--- config.mk ---
export PLATFORM = sky130hd
export DESIGN_NAME = pcyc_dimmer
export DESIGN_NICKNAME = d
export VERILOG_FILES = /design/src/rtl/pcyc_dimmer_pkg.sv /design/src/rtl/pcyc_line_sync.sv /design/src/rtl/pcyc_off_timer.sv /design/src/rtl/pcyc_level_seq.sv /design/src/rtl/pcyc_pwm.sv /design/src/rtl/pcyc_dimmer.sv
export SDC_FILE = /design/constraint.sdc
export NUM_CORES = 1
export LEC_CHECK = 0
export BUFFER_PORTS_ARGS = -buffer_cell sky130_fd_sc_hd__buf_2
export CAP_MARGIN = 20
export CORE_MARGIN = 10
export CORE_UTILIZATION = 60
export CTS_CLUSTER_DIAMETER = 30
export DETAILED_ROUTE_END_ITERATION = 7
export PLACE_DENSITY_LB_ADDON = 0.2
export SLEW_MARGIN = 30
export SYNTH_ARGS = -nofsm -noshare
export SYNTH_HDL_FRONTEND = slang
export SYNTH_SLANG_ARGS = --single-unit
--- constraint.sdc ---
create_clock -name clk -period 2.8 [get_ports clk]
set_clock_uncertainty 0.1 [all_clocks]
set_input_delay 0.14 -clock clk [delete_from_list [all_inputs] [get_ports clk]]
set_output_delay 0.14 -clock clk [all_outputs]
set_load 0.02 [all_outputs]
--- src/rtl/pcyc_dimmer_pkg.sv ---
package pcyc_dimmer_pkg;

   localparam int unsigned LVL_COUNT = 4;
   localparam int unsigned LVL_W     = $clog2(LVL_COUNT);

   typedef logic [LVL_W-1:0] lvl_t;

   typedef enum logic {
      DIR_DOWN = 1'b0,
      DIR_UP   = 1'b1
   } dir_e;

   localparam lvl_t LVL_FULL = '0;
   localparam lvl_t LVL_MIN  = lvl_t'(LVL_COUNT - 1);

endpackage

--- src/rtl/pcyc_line_sync.sv ---
module pcyc_line_sync #(
   parameter int unsigned STAGES = 2
) (
   input  logic clk,
   input  logic rst_n,
   input  logic line_i,
   output logic line_ok_o,
   output logic rise_o
);

   logic [STAGES-1:0] stg_q;
   logic              prev_q;

   always_ff @(posedge clk or negedge rst_n) begin
      if (!rst_n) begin
         stg_q  <= '0;
         prev_q <= 1'b0;
      end else begin
         stg_q  <= {stg_q[STAGES-2:0], line_i};
         prev_q <= stg_q[STAGES-1];
      end
   end

   assign line_ok_o = stg_q[STAGES-1];
   assign rise_o    = stg_q[STAGES-1] & ~prev_q;

endmodule

--- src/rtl/pcyc_off_timer.sv ---
module pcyc_off_timer #(
   parameter int unsigned WINDOW = 1000
) (
   input  logic clk,
   input  logic rst_n,
   input  logic line_ok_i,
   output logic long_o
);

   localparam int unsigned SAT = WINDOW + 1;
   localparam int unsigned CW  = $clog2(SAT + 1);

   logic [CW-1:0] cnt_q;

   // Reset value is the saturated count: power-up counts as a long absence.
   always_ff @(posedge clk or negedge rst_n) begin
      if (!rst_n) begin
         cnt_q <= CW'(SAT);
      end else if (line_ok_i) begin
         cnt_q <= '0;
      end else if (cnt_q != CW'(SAT)) begin
         cnt_q <= cnt_q + 1'b1;
      end
   end

   assign long_o = (cnt_q == CW'(SAT));

endmodule

--- src/rtl/pcyc_level_seq.sv ---
module pcyc_level_seq
   import pcyc_dimmer_pkg::*;
(
   input  logic clk,
   input  logic rst_n,
   input  logic rise_i,
   input  logic long_i,
   output lvl_t level_o,
   output dir_e dir_o
);

   lvl_t lvl_q;
   dir_e dir_q;
   lvl_t lvl_nxt;

   always_comb begin
      lvl_nxt = (dir_q == DIR_DOWN) ? lvl_t'(lvl_q + 1'b1) : lvl_t'(lvl_q - 1'b1);
   end

   always_ff @(posedge clk or negedge rst_n) begin
      if (!rst_n) begin
         lvl_q <= LVL_FULL;
         dir_q <= DIR_DOWN;
      end else if (rise_i) begin
         if (long_i) begin
            lvl_q <= LVL_FULL;
            dir_q <= DIR_DOWN;
         end else begin
            lvl_q <= lvl_nxt;
            if (lvl_nxt == LVL_MIN) begin
               dir_q <= DIR_UP;
            end else if (lvl_nxt == LVL_FULL) begin
               dir_q <= DIR_DOWN;
            end
         end
      end
   end

   assign level_o = lvl_q;
   assign dir_o   = dir_q;

endmodule

--- src/rtl/pcyc_pwm.sv ---
module pcyc_pwm
   import pcyc_dimmer_pkg::*;
#(
   parameter int unsigned PERIOD = 200000
) (
   input  logic clk,
   input  logic rst_n,
   input  logic enable_i,
   input  lvl_t level_i,
   output logic pwm_o
);

   localparam int unsigned PW   = $clog2(PERIOD);
   localparam bit          POW2 = (PERIOD == (1 << PW));

   logic [PW-1:0] ph_q;
   logic [PW:0]   thr;
   logic          pwm_q;

   generate
      if (POW2) begin : g_wrap
         always_ff @(posedge clk or negedge rst_n) begin
            if (!rst_n) ph_q <= '0;
            else        ph_q <= ph_q + 1'b1;
         end
      end else begin : g_cmp
         always_ff @(posedge clk or negedge rst_n) begin
            if (!rst_n)                       ph_q <= '0;
            else if (ph_q == PW'(PERIOD - 1)) ph_q <= '0;
            else                              ph_q <= ph_q + 1'b1;
         end
      end
   endgenerate

   // High-time is the period halved once per level step.
   assign thr = (PW+1)'(PERIOD) >> level_i;

   always_ff @(posedge clk or negedge rst_n) begin
      if (!rst_n) pwm_q <= 1'b0;
      else        pwm_q <= enable_i & ({1'b0, ph_q} < thr);
   end

   assign pwm_o = pwm_q;

endmodule

--- src/rtl/pcyc_dimmer.sv ---
module pcyc_dimmer
   import pcyc_dimmer_pkg::*;
#(
   parameter int unsigned OFF_WINDOW  = 200000000,
   parameter int unsigned PWM_PERIOD  = 200000,
   parameter int unsigned SYNC_STAGES = 2
) (
   input  logic       clk,
   input  logic       rst_n,
   input  logic       line_present_i,
   output logic       pwm_en_o,
   output logic [1:0] level_o
);

   generate
      if (PWM_PERIOD < 8 || (PWM_PERIOD % 8) != 0) begin : g_bad_period
         $error("PWM_PERIOD must be a nonzero multiple of 8");
      end
      if (OFF_WINDOW < 1) begin : g_bad_window
         $error("OFF_WINDOW must be at least 1");
      end
      if (SYNC_STAGES < 2) begin : g_bad_sync
         $error("SYNC_STAGES must be at least 2");
      end
   endgenerate

   logic line_ok;
   logic line_rise;
   logic off_long;
   lvl_t lvl;
   dir_e lvl_dir;

   pcyc_line_sync #(.STAGES(SYNC_STAGES)) u_sync (
      .clk       (clk),
      .rst_n     (rst_n),
      .line_i    (line_present_i),
      .line_ok_o (line_ok),
      .rise_o    (line_rise)
   );

   pcyc_off_timer #(.WINDOW(OFF_WINDOW)) u_timer (
      .clk       (clk),
      .rst_n     (rst_n),
      .line_ok_i (line_ok),
      .long_o    (off_long)
   );

   pcyc_level_seq u_seq (
      .clk     (clk),
      .rst_n   (rst_n),
      .rise_i  (line_rise),
      .long_i  (off_long),
      .level_o (lvl),
      .dir_o   (lvl_dir)
   );

   pcyc_pwm #(.PERIOD(PWM_PERIOD)) u_pwm (
      .clk      (clk),
      .rst_n    (rst_n),
      .enable_i (line_ok),
      .level_i  (lvl),
      .pwm_o    (pwm_en_o)
   );

   assign level_o = lvl;

endmodule

==> results of run 1 <==
[placed cells by master (no fill, tap or decap), types with 2 or more instances in the layout]
cell           count
dfstp_2           13
a2111oi_0          2
nor4b_1            2
a211oi_1           2
nor4_2             4
nor3_1             6
nor3b_1            2
inv_1             11
nor2_1            42
a21oi_1            4
a21o_1             2
and4_1             2
buf_4              2
nand3b_1           3
nor4bb_1           2
xor2_1            22
dfrtp_1           40
nand4_1           11
dlygate4sd3_1      2
nand2b_1           2
nor4_1             4
nand4_2            3
clkbuf_8           7
xnor2_1           17
or3_1              3
and3_1             2
ha_1              22
nand3_1           15
buf_2              5
o21ai_0            5
nand2_1           18
nor2b_1            4
[worst paths after layout]
check,end,cells after the start,slack (ns),startpoint
min in group clk,u_sync.stg_q[1]$_DFF_PN0_,0,0.26,u_sync.stg_q[0]$_DFF_PN0_
worst min register to register,u_sync.stg_q[1]$_DFF_PN0_,0,0.26,u_sync.stg_q[0]$_DFF_PN0_
worst max register to register,u_pwm.pwm_o$_DFF_PN0_,9,0.43,u_seq.level_o[0]$_DFFE_PN0P_
worst max-delay path,u_pwm.pwm_o$_DFF_PN0_,9,0.43,u_seq.level_o[0]$_DFFE_PN0P_
max in group asynchronous,u_timer.cnt_q[25]$_DFFE_PN1P_,3,1.59,rst_n
worst min-delay path,u_seq.dir_o$_DFFE_PN0P_,2,0.18,rst_n
[cells by family (layout without fill, tap and decap cells)]
| family | count (synthesis) | after routing |
|---|---|---|
| compound gates | 20 | 20 |
| xor+xnor | 39 | 39 |
| fa+ha+maj | 22 | 22 |
| buf+inv | 16 | 28 |
| flops | 53 | 53 |
| mux | 2 | 2 |
| simple gates | 135 | 135 |
[worst max-delay path, cell delays in order (launching register included)]
cell and delay (ns):
dfrtp_1 0.47, inv_1 0.19, ha_1 0.19, inv_1 0.05, ha_1 0.17, a211oi_1 0.24, a2111oi_0 0.13, a2111oi_0 0.39
o21ai_0 0.15, a41oi_1 0.21
[final cells by class]
cell class                      instances  share of cell area, %
Multi-Input combinational cell        218                  48.82
Clock buffer                            7                  3.027
Timing Repair Buffer                    9                  1.887
Inverter                               11                  1.297
Sequential cell                        53                  42.18
Clock inverter                          1                 0.1572
Tap cell                               67                  2.634
[metal layers]
| layer | up-vias | GRT usage [%] | routed length, um |
|---|---|---|---|
| met5 | - | 0 | 0 |
| met4 | 0 | 5.172 | 82 |
| met3 | 12 | 3.076 | 151 |
| met2 | 23 | 22.46 | 2532 |
| met1 | 996 | 17.59 | 2570 |
| li1 | 1033 | - | - |
[registers in the layout (all words and copies together) (netlist names)]
name,flops
u_sync.stg_q,2
u_sync.prev_q,1
u_timer.cnt_q,28
u_seq.level_o,2
u_seq.dir_o,1
u_pwm.pwm_o,1
u_pwm.ph_q,18
[power by group]
part	internal, mW	leakage (nW)	total, mW	switching (mW)
clock	0.224	0.0542	0.475	0.251
sequential	0.789	0.662	0.821	0.0320
combinational	0.125	0.658	0.292	0.167
total	1.14	1.37	1.59	0.450
==> run summary, run 1 <==
Status -> completed
Worst-Skew Late Latency -> 0.31 ns
Worst EP required -> 2.93 ns
Resized Gates After CTS -> 0
Gr usage total -> 13.85%
CP Capture Type -> register
Startpoint Class -> register
Post-synth EDFFs -> 0
Placer Congestion -> 0.8771
Synthesized area -> 2965 sq um
DR DRC count -> 0
Worst setup margin -> 0.4274 ns
RSZ-0062 raised after global routing -> false
Clk slew on worst S/H paths -> 0.10 ns
# IOs -> 6
Post-synthesis async set-or-reset flop share -> 100.0%
Total number of vias -> 2064
Row cnt -> 25
Distinct cells, synth -> 49
Largest net degree at the start of global routing -> 38
Average cell area after synthesis -> 10.33 sq um
Num Clock Sinks -> 53
Setup Fix Bufs, Post-CTS -> 0
Antenna cell count -> 0
Max cap viols -> 0
Final setup fails -> 0
Power Dens Cells -> 499.0 nW/um^2
Synth Area in Adders -> 9.283%
Fraction of layout cells with a size suffix above 1 -> 14.72%
Fillers -> 409
P&R area growth vs syn -> 7.342%
Die height -> 90.30 um
Overall Power -> 1.588 mW
Clk buf depth -> 2
Die Area -> 8154 sq um
H-tree Lvls -> 2
Worst path arrival time -> 2.50 ns
NumNets Final -> 323
Minimum clock period -> 2.373 ns
Worst Tran Pin Value -> 0.5980 ns
Antenna violations before repair -> 0
Synth Warn # -> 0
Multi-input gate area -> 1554 sq um
Min-delay worst type -> input pin to asynchronous set/reset pin
Static leakage -> 1.374 nW
Hold WS -> 0.1755 ns
Place WS -> 0.4056 ns
WL/cell -> 14.58 um
DP HPWL -> 3840 um
Port Buffers -> 5
Cell taking the most area after synthesis -> dfrtp_1
Detailed-route wire length -> 5336 um
Layout Cell Area excl Fill -> 3183 sq um
Placed cell areas -> 3062 sq um
Initial Utilization -> 62.37%
TritonCTS Buffers -> 5
Sequential Area -> 1343 sq um
Crit path kind -> register to register
Commonest cells post-synth -> 42 x nor2_1, 40 x dfrtp_1, 22 x ha_1, 22 x xor2_1, 18 x nand2_1
Main combinational cell family by area after synthesis -> simple AND/OR/NAND/NOR gates
CP max FO -> 7
Total grt overflow -> 0
Mux cell area share after synthesis -> 0.8861%
Cell Count Post-Placement -> 356
Setup TNS -> 0 ns
Top-count cell post-synth -> nor2_1
Post-synthesis xor/xnor area fraction -> 11.52%
TritonCTS clock tree -> done
Compound-Gate Fraction of Synth Area -> 4.388%
Net Count, Synth -> 312
ANT nets after route -> 0
Top-area cell type share of the netlist area -> 33.76%
Pins Over Slew Limit -> 0
Peak VDD IR -> 0.0002933 V
Fmax -> 421.5 MHz
First-pass GRT wire length -> 9515 um
Core area -> 4755 sq um
Initial DRC Count -> 112
Synth Instances -> 287
Post-Synth Simple-Gate Area -> 26.33%
Number of global-route vias before repair -> 2089
Final core utilization -> 66.95%
Yosys reg bits -> 53
Finished Layout Cells -> 366
Ranking of synthesized cells by area -> dfrtp_1 34%, dfstp_2 12%, ha_1 9.3%
Die width -> 90.30 um
Worst rel slew slack -> 59.83%
Hold Fails Final Rpt -> 0
Via/cell ratio -> 5.639
Post-synthesis sequential area ratio -> 45.27%
Hold bufs inserted after CTS -> 2
Final period utilization -> 84.74%
Clock Tree Root -> clkbuf_8
Synth Flop Type -> dfrtp_1
DRT Pass-1 Iters -> 4
Power figures use the tool's default switching activity.
==> run 2, diff against run 1 <==
--- a/config.mk
+++ b/config.mk
@@ -8,7 +8,7 @@
 export BUFFER_PORTS_ARGS = -buffer_cell sky130_fd_sc_hd__buf_2
 export CAP_MARGIN = 20
 export CORE_MARGIN = 10
-export CORE_UTILIZATION = 60
+export CORE_UTILIZATION = 56
 export CTS_CLUSTER_DIAMETER = 30
 export DETAILED_ROUTE_END_ITERATION = 7
 export PLACE_DENSITY_LB_ADDON = 0.2
==> constraint.sdc (replaced) <==
create_clock -name clk -period 2 [get_ports clk]
set_clock_uncertainty 0.1 [all_clocks]
set_input_delay 0.1 -clock clk [delete_from_list [all_inputs] [get_ports clk]]
set_output_delay 0.1 -clock clk [all_outputs]
set_load 0.02 [all_outputs]
==> run summary, run 2 (synthesis gave the netlist of run 1 again) <==
P&R area growth vs syn -> 22.19% (was 7.342%)
CP startpoint -> u_seq.level_o[1]$_DFFE_PN0P_ (was u_seq.level_o[0]$_DFFE_PN0P_)
Crit-path cells -> buf_4 -> ha_4 -> inv_2 -> ha_4 -> o211ai_1 -> a2111oi_2 -> a2111oi_1 -> o21ai_1 -> a41oi_2 (was inv_1 -> ha_1 -> inv_1 -> ha_1 -> a211oi_1 -> a2111oi_0 -> a2111oi_0 -> o21ai_0 -> a41oi_1)
Worst path arrival time -> 2.17 ns (was 2.50 ns)
Placer Congestion -> 0.8054 (was 0.8771)
Max incr delay on CP -> 0.43 ns (was 0.47 ns)
Peak VDD IR -> 0.0004899 V (was 0.0002933 V)
Die height -> 92.77 um (was 90.30 um)
TritonCTS clock tree -> done (unchanged)
CP max FO -> 5 (was 7)
Initial Utilization -> 58.06% (was 62.37%)
Worst rel slew slack -> 55.96% (was 59.83%)
Hold Fails Final Rpt -> 0 (unchanged)
Hold path depth -> 0
Clock Tree Root -> clkbuf_8 (unchanged)
Top flop regs -> u_timer.cnt_q x28, u_pwm.ph_q x18 (unchanged)
Max reg flops -> 28 (unchanged)
Setup TNS -> -0.08742 ns (was 0 ns)
Antenna violations before repair -> 0 (unchanged)
Final setup fails -> 1 (was 0)
Status -> complete, but fails checks (was completed)
Crit path top cell by count -> ha_4
RSZ-0062 raised after global routing -> true (was false)
CP Capture Type -> register (unchanged)
Total number of vias -> 2219 (was 2064)
Detailed-route wire length -> 5960 um (was 5336 um)
First-pass GRT wire length -> 10210 um (was 9515 um)
Number of global-route vias before repair -> 2206 (was 2089)
Biggest register -> u_timer.cnt_q (unchanged)
Worst EP required -> 2.09 ns (was 2.93 ns)
Pins Over Slew Limit -> 0 (unchanged)
Final period utilization -> 104.4% (was 84.74%)
Commonest cells after routing, fill and taps aside -> 39 x nor2_1, 37 x dfrtp_1, 31 x buf_4, 22 x xor2_1 (was 42 x nor2_1, 40 x dfrtp_1, 22 x xor2_1, 22 x ha_1, 18 x nand2_1)
Final core utilization -> 70.95% (was 66.95%)
Hold WS -> 0.2632 ns (was 0.1755 ns)
TritonCTS Buffers -> 5 (unchanged)
Commonest non-fill, non-tap cell in the layout -> nor2_1 (unchanged)
Failing checks -> negative setup slack
Worst-Skew Late Latency -> 0.31 ns (about the same)
Crit path kind -> register to register (unchanged)
Gr usage total -> 14.33% (was 13.85%)
Port Buffers -> 5 (unchanged)
DRT Pass-1 Iters -> 6 (was 4)
Minimum clock period -> 2.087 ns (was 2.373 ns)
DP HPWL -> 3987 um (was 3840 um)
Static leakage -> 1.569 nW (was 1.374 nW)
Fraction of layout cells with a size suffix above 1 -> 30.30% (was 14.72%)
NumNets Final -> 354 (was 323)
Worst Tran Pin Value -> 0.6607 ns (was 0.5980 ns)
Die width -> 92.77 um (was 90.30 um)
Clk slew on worst S/H paths -> 0.10 ns (about the same)
WL/cell -> 14.90 um (was 14.58 um)
Die Area -> 8606 sq um (was 8154 sq um)
Via/cell ratio -> 5.548 (was 5.639)
Startpoint Class -> register (unchanged)
R2R depth -> 9 (unchanged)
Min-delay worst type -> register to register (was input pin to asynchronous set/reset pin)
Row cnt -> 26 (was 25)
Num Clock Sinks -> 53 (unchanged)
Fmax -> 479.1 MHz (was 421.5 MHz)
Reg2reg end -> u_pwm.pwm_o$_DFF_PN0_ (unchanged)
# IOs -> 6 (unchanged)
Critical Path End -> u_pwm.pwm_o$_DFF_PN0_ (unchanged)
H-tree Lvls -> 2 (unchanged)
Power Dens Cells -> 722.7 nW/um^2 (was 499.0 nW/um^2)
ANT nets after route -> 0 (unchanged)
DR DRC count -> 0 (unchanged)
CP max-delay cell -> dfrtp_2 (was dfrtp_1)
Clk buf depth -> 2 (unchanged)
Initial DRC Count -> 103 (was 112)
Worst R2R Start -> u_seq.level_o[1]$_DFFE_PN0P_ (was u_seq.level_o[0]$_DFFE_PN0P_)
Max cap viols -> 0 (unchanged)
Antenna cell count -> 0 (unchanged)
Core area -> 5107 sq um (was 4755 sq um)
Total grt overflow -> 0 (unchanged)
Worst setup margin -> -0.08742 ns (was 0.4274 ns)
FF-to-FF setup slack -> -0.09 ns (was 0.43 ns)
Largest net degree at the start of global routing -> 54 (was 38)
==> run 2: cell types whose count changed in the layout (fill, tap and decap cells not counted), moves of 4 or more <==
cell | previous run | this run
buf_4 | 2 | 31
ha_1 | 22 | 16
ha_4 | 0 | 5
inv_1 | 11 | 7
==> run 2: worst max-delay path, delay by kind of cell, from the launching register on <==
kind            cells  cell delay (ns)
flops               1             0.43
buf+inv             2             0.19
compound gates      5             0.86
fa+ha+maj           2             0.38
==> run 2: repair_timing <==
item,4_1_cts,5_1_grt
gates resized for setup,3,33
hold endpoints to repair,41,0
setup buffers,2,6
pin swaps,1,9
hold buffers,2,0
setup endpoints to repair,1,10
==> run 2: stage by stage <==
stage | instance area [sq um] | instances | setup WS, ns | power, mW
finish | 3623 | 400 | -0.08742 | 2.619
detailed placement | 3253 | 382 | -0.07901 | 1.658
CTS | 3413 | 394 | -0.03938 | 2.461
global route | 3623 | 400 | -0.2168 | 2.749
floorplan | 2968 | 287 | -0.02636 | 1.470
global placement | 3253 | 382 | -0.07078 | 1.643
==> run 2: area by class of cell <==
type	instances	area [sq um]
multi-input cells	218	1720
fillers	357	1484
flip-flops and latches	53	1346
repair buffers	40	309.0
well taps	70	87.58
clock buffers	7	86.33
inverters	11	43.79
clock inverters	1	30.03
==> run 2: layer usage <==
metal  part of all wire [%]  vias up  GRT usage, %
met4                    1.6        0         5.784
met1                     47     1095         18.45
met2                     49       18         22.84
met5                      0        -             0
met3                    2.2       11         3.067
li1                       -     1095             -
==> run 2: worst min path at each step <==
stage	slack, ns	endpoint	from
3_5_place_dp	0.12	u_sync.stg_q[0]$_DFF_PN0_	line_present_i
3_3_place_gp	0.11	u_sync.stg_q[0]$_DFF_PN0_	line_present_i
5_1_grt	0.29	u_sync.stg_q[1]$_DFF_PN0_	u_sync.stg_q[0]$_DFF_PN0_
6_report	0.26	u_sync.stg_q[1]$_DFF_PN0_	u_sync.stg_q[0]$_DFF_PN0_
2_1_floorplan	-0.30	u_pwm.ph_q[0]$_DFF_PN0_	rst_n
4_1_cts	0.27	u_sync.stg_q[1]$_DFF_PN0_	u_sync.stg_q[0]$_DFF_PN0_
==> run 2: power by group <==
part | internal (mW) | total, mW | switching (mW)
clock network | 0.409 | 0.766 | 0.357
logic | 0.356 | 0.705 | 0.349
registers | 1.11 | 1.15 | 0.0400
total | 1.87 | 2.62 | 0.746
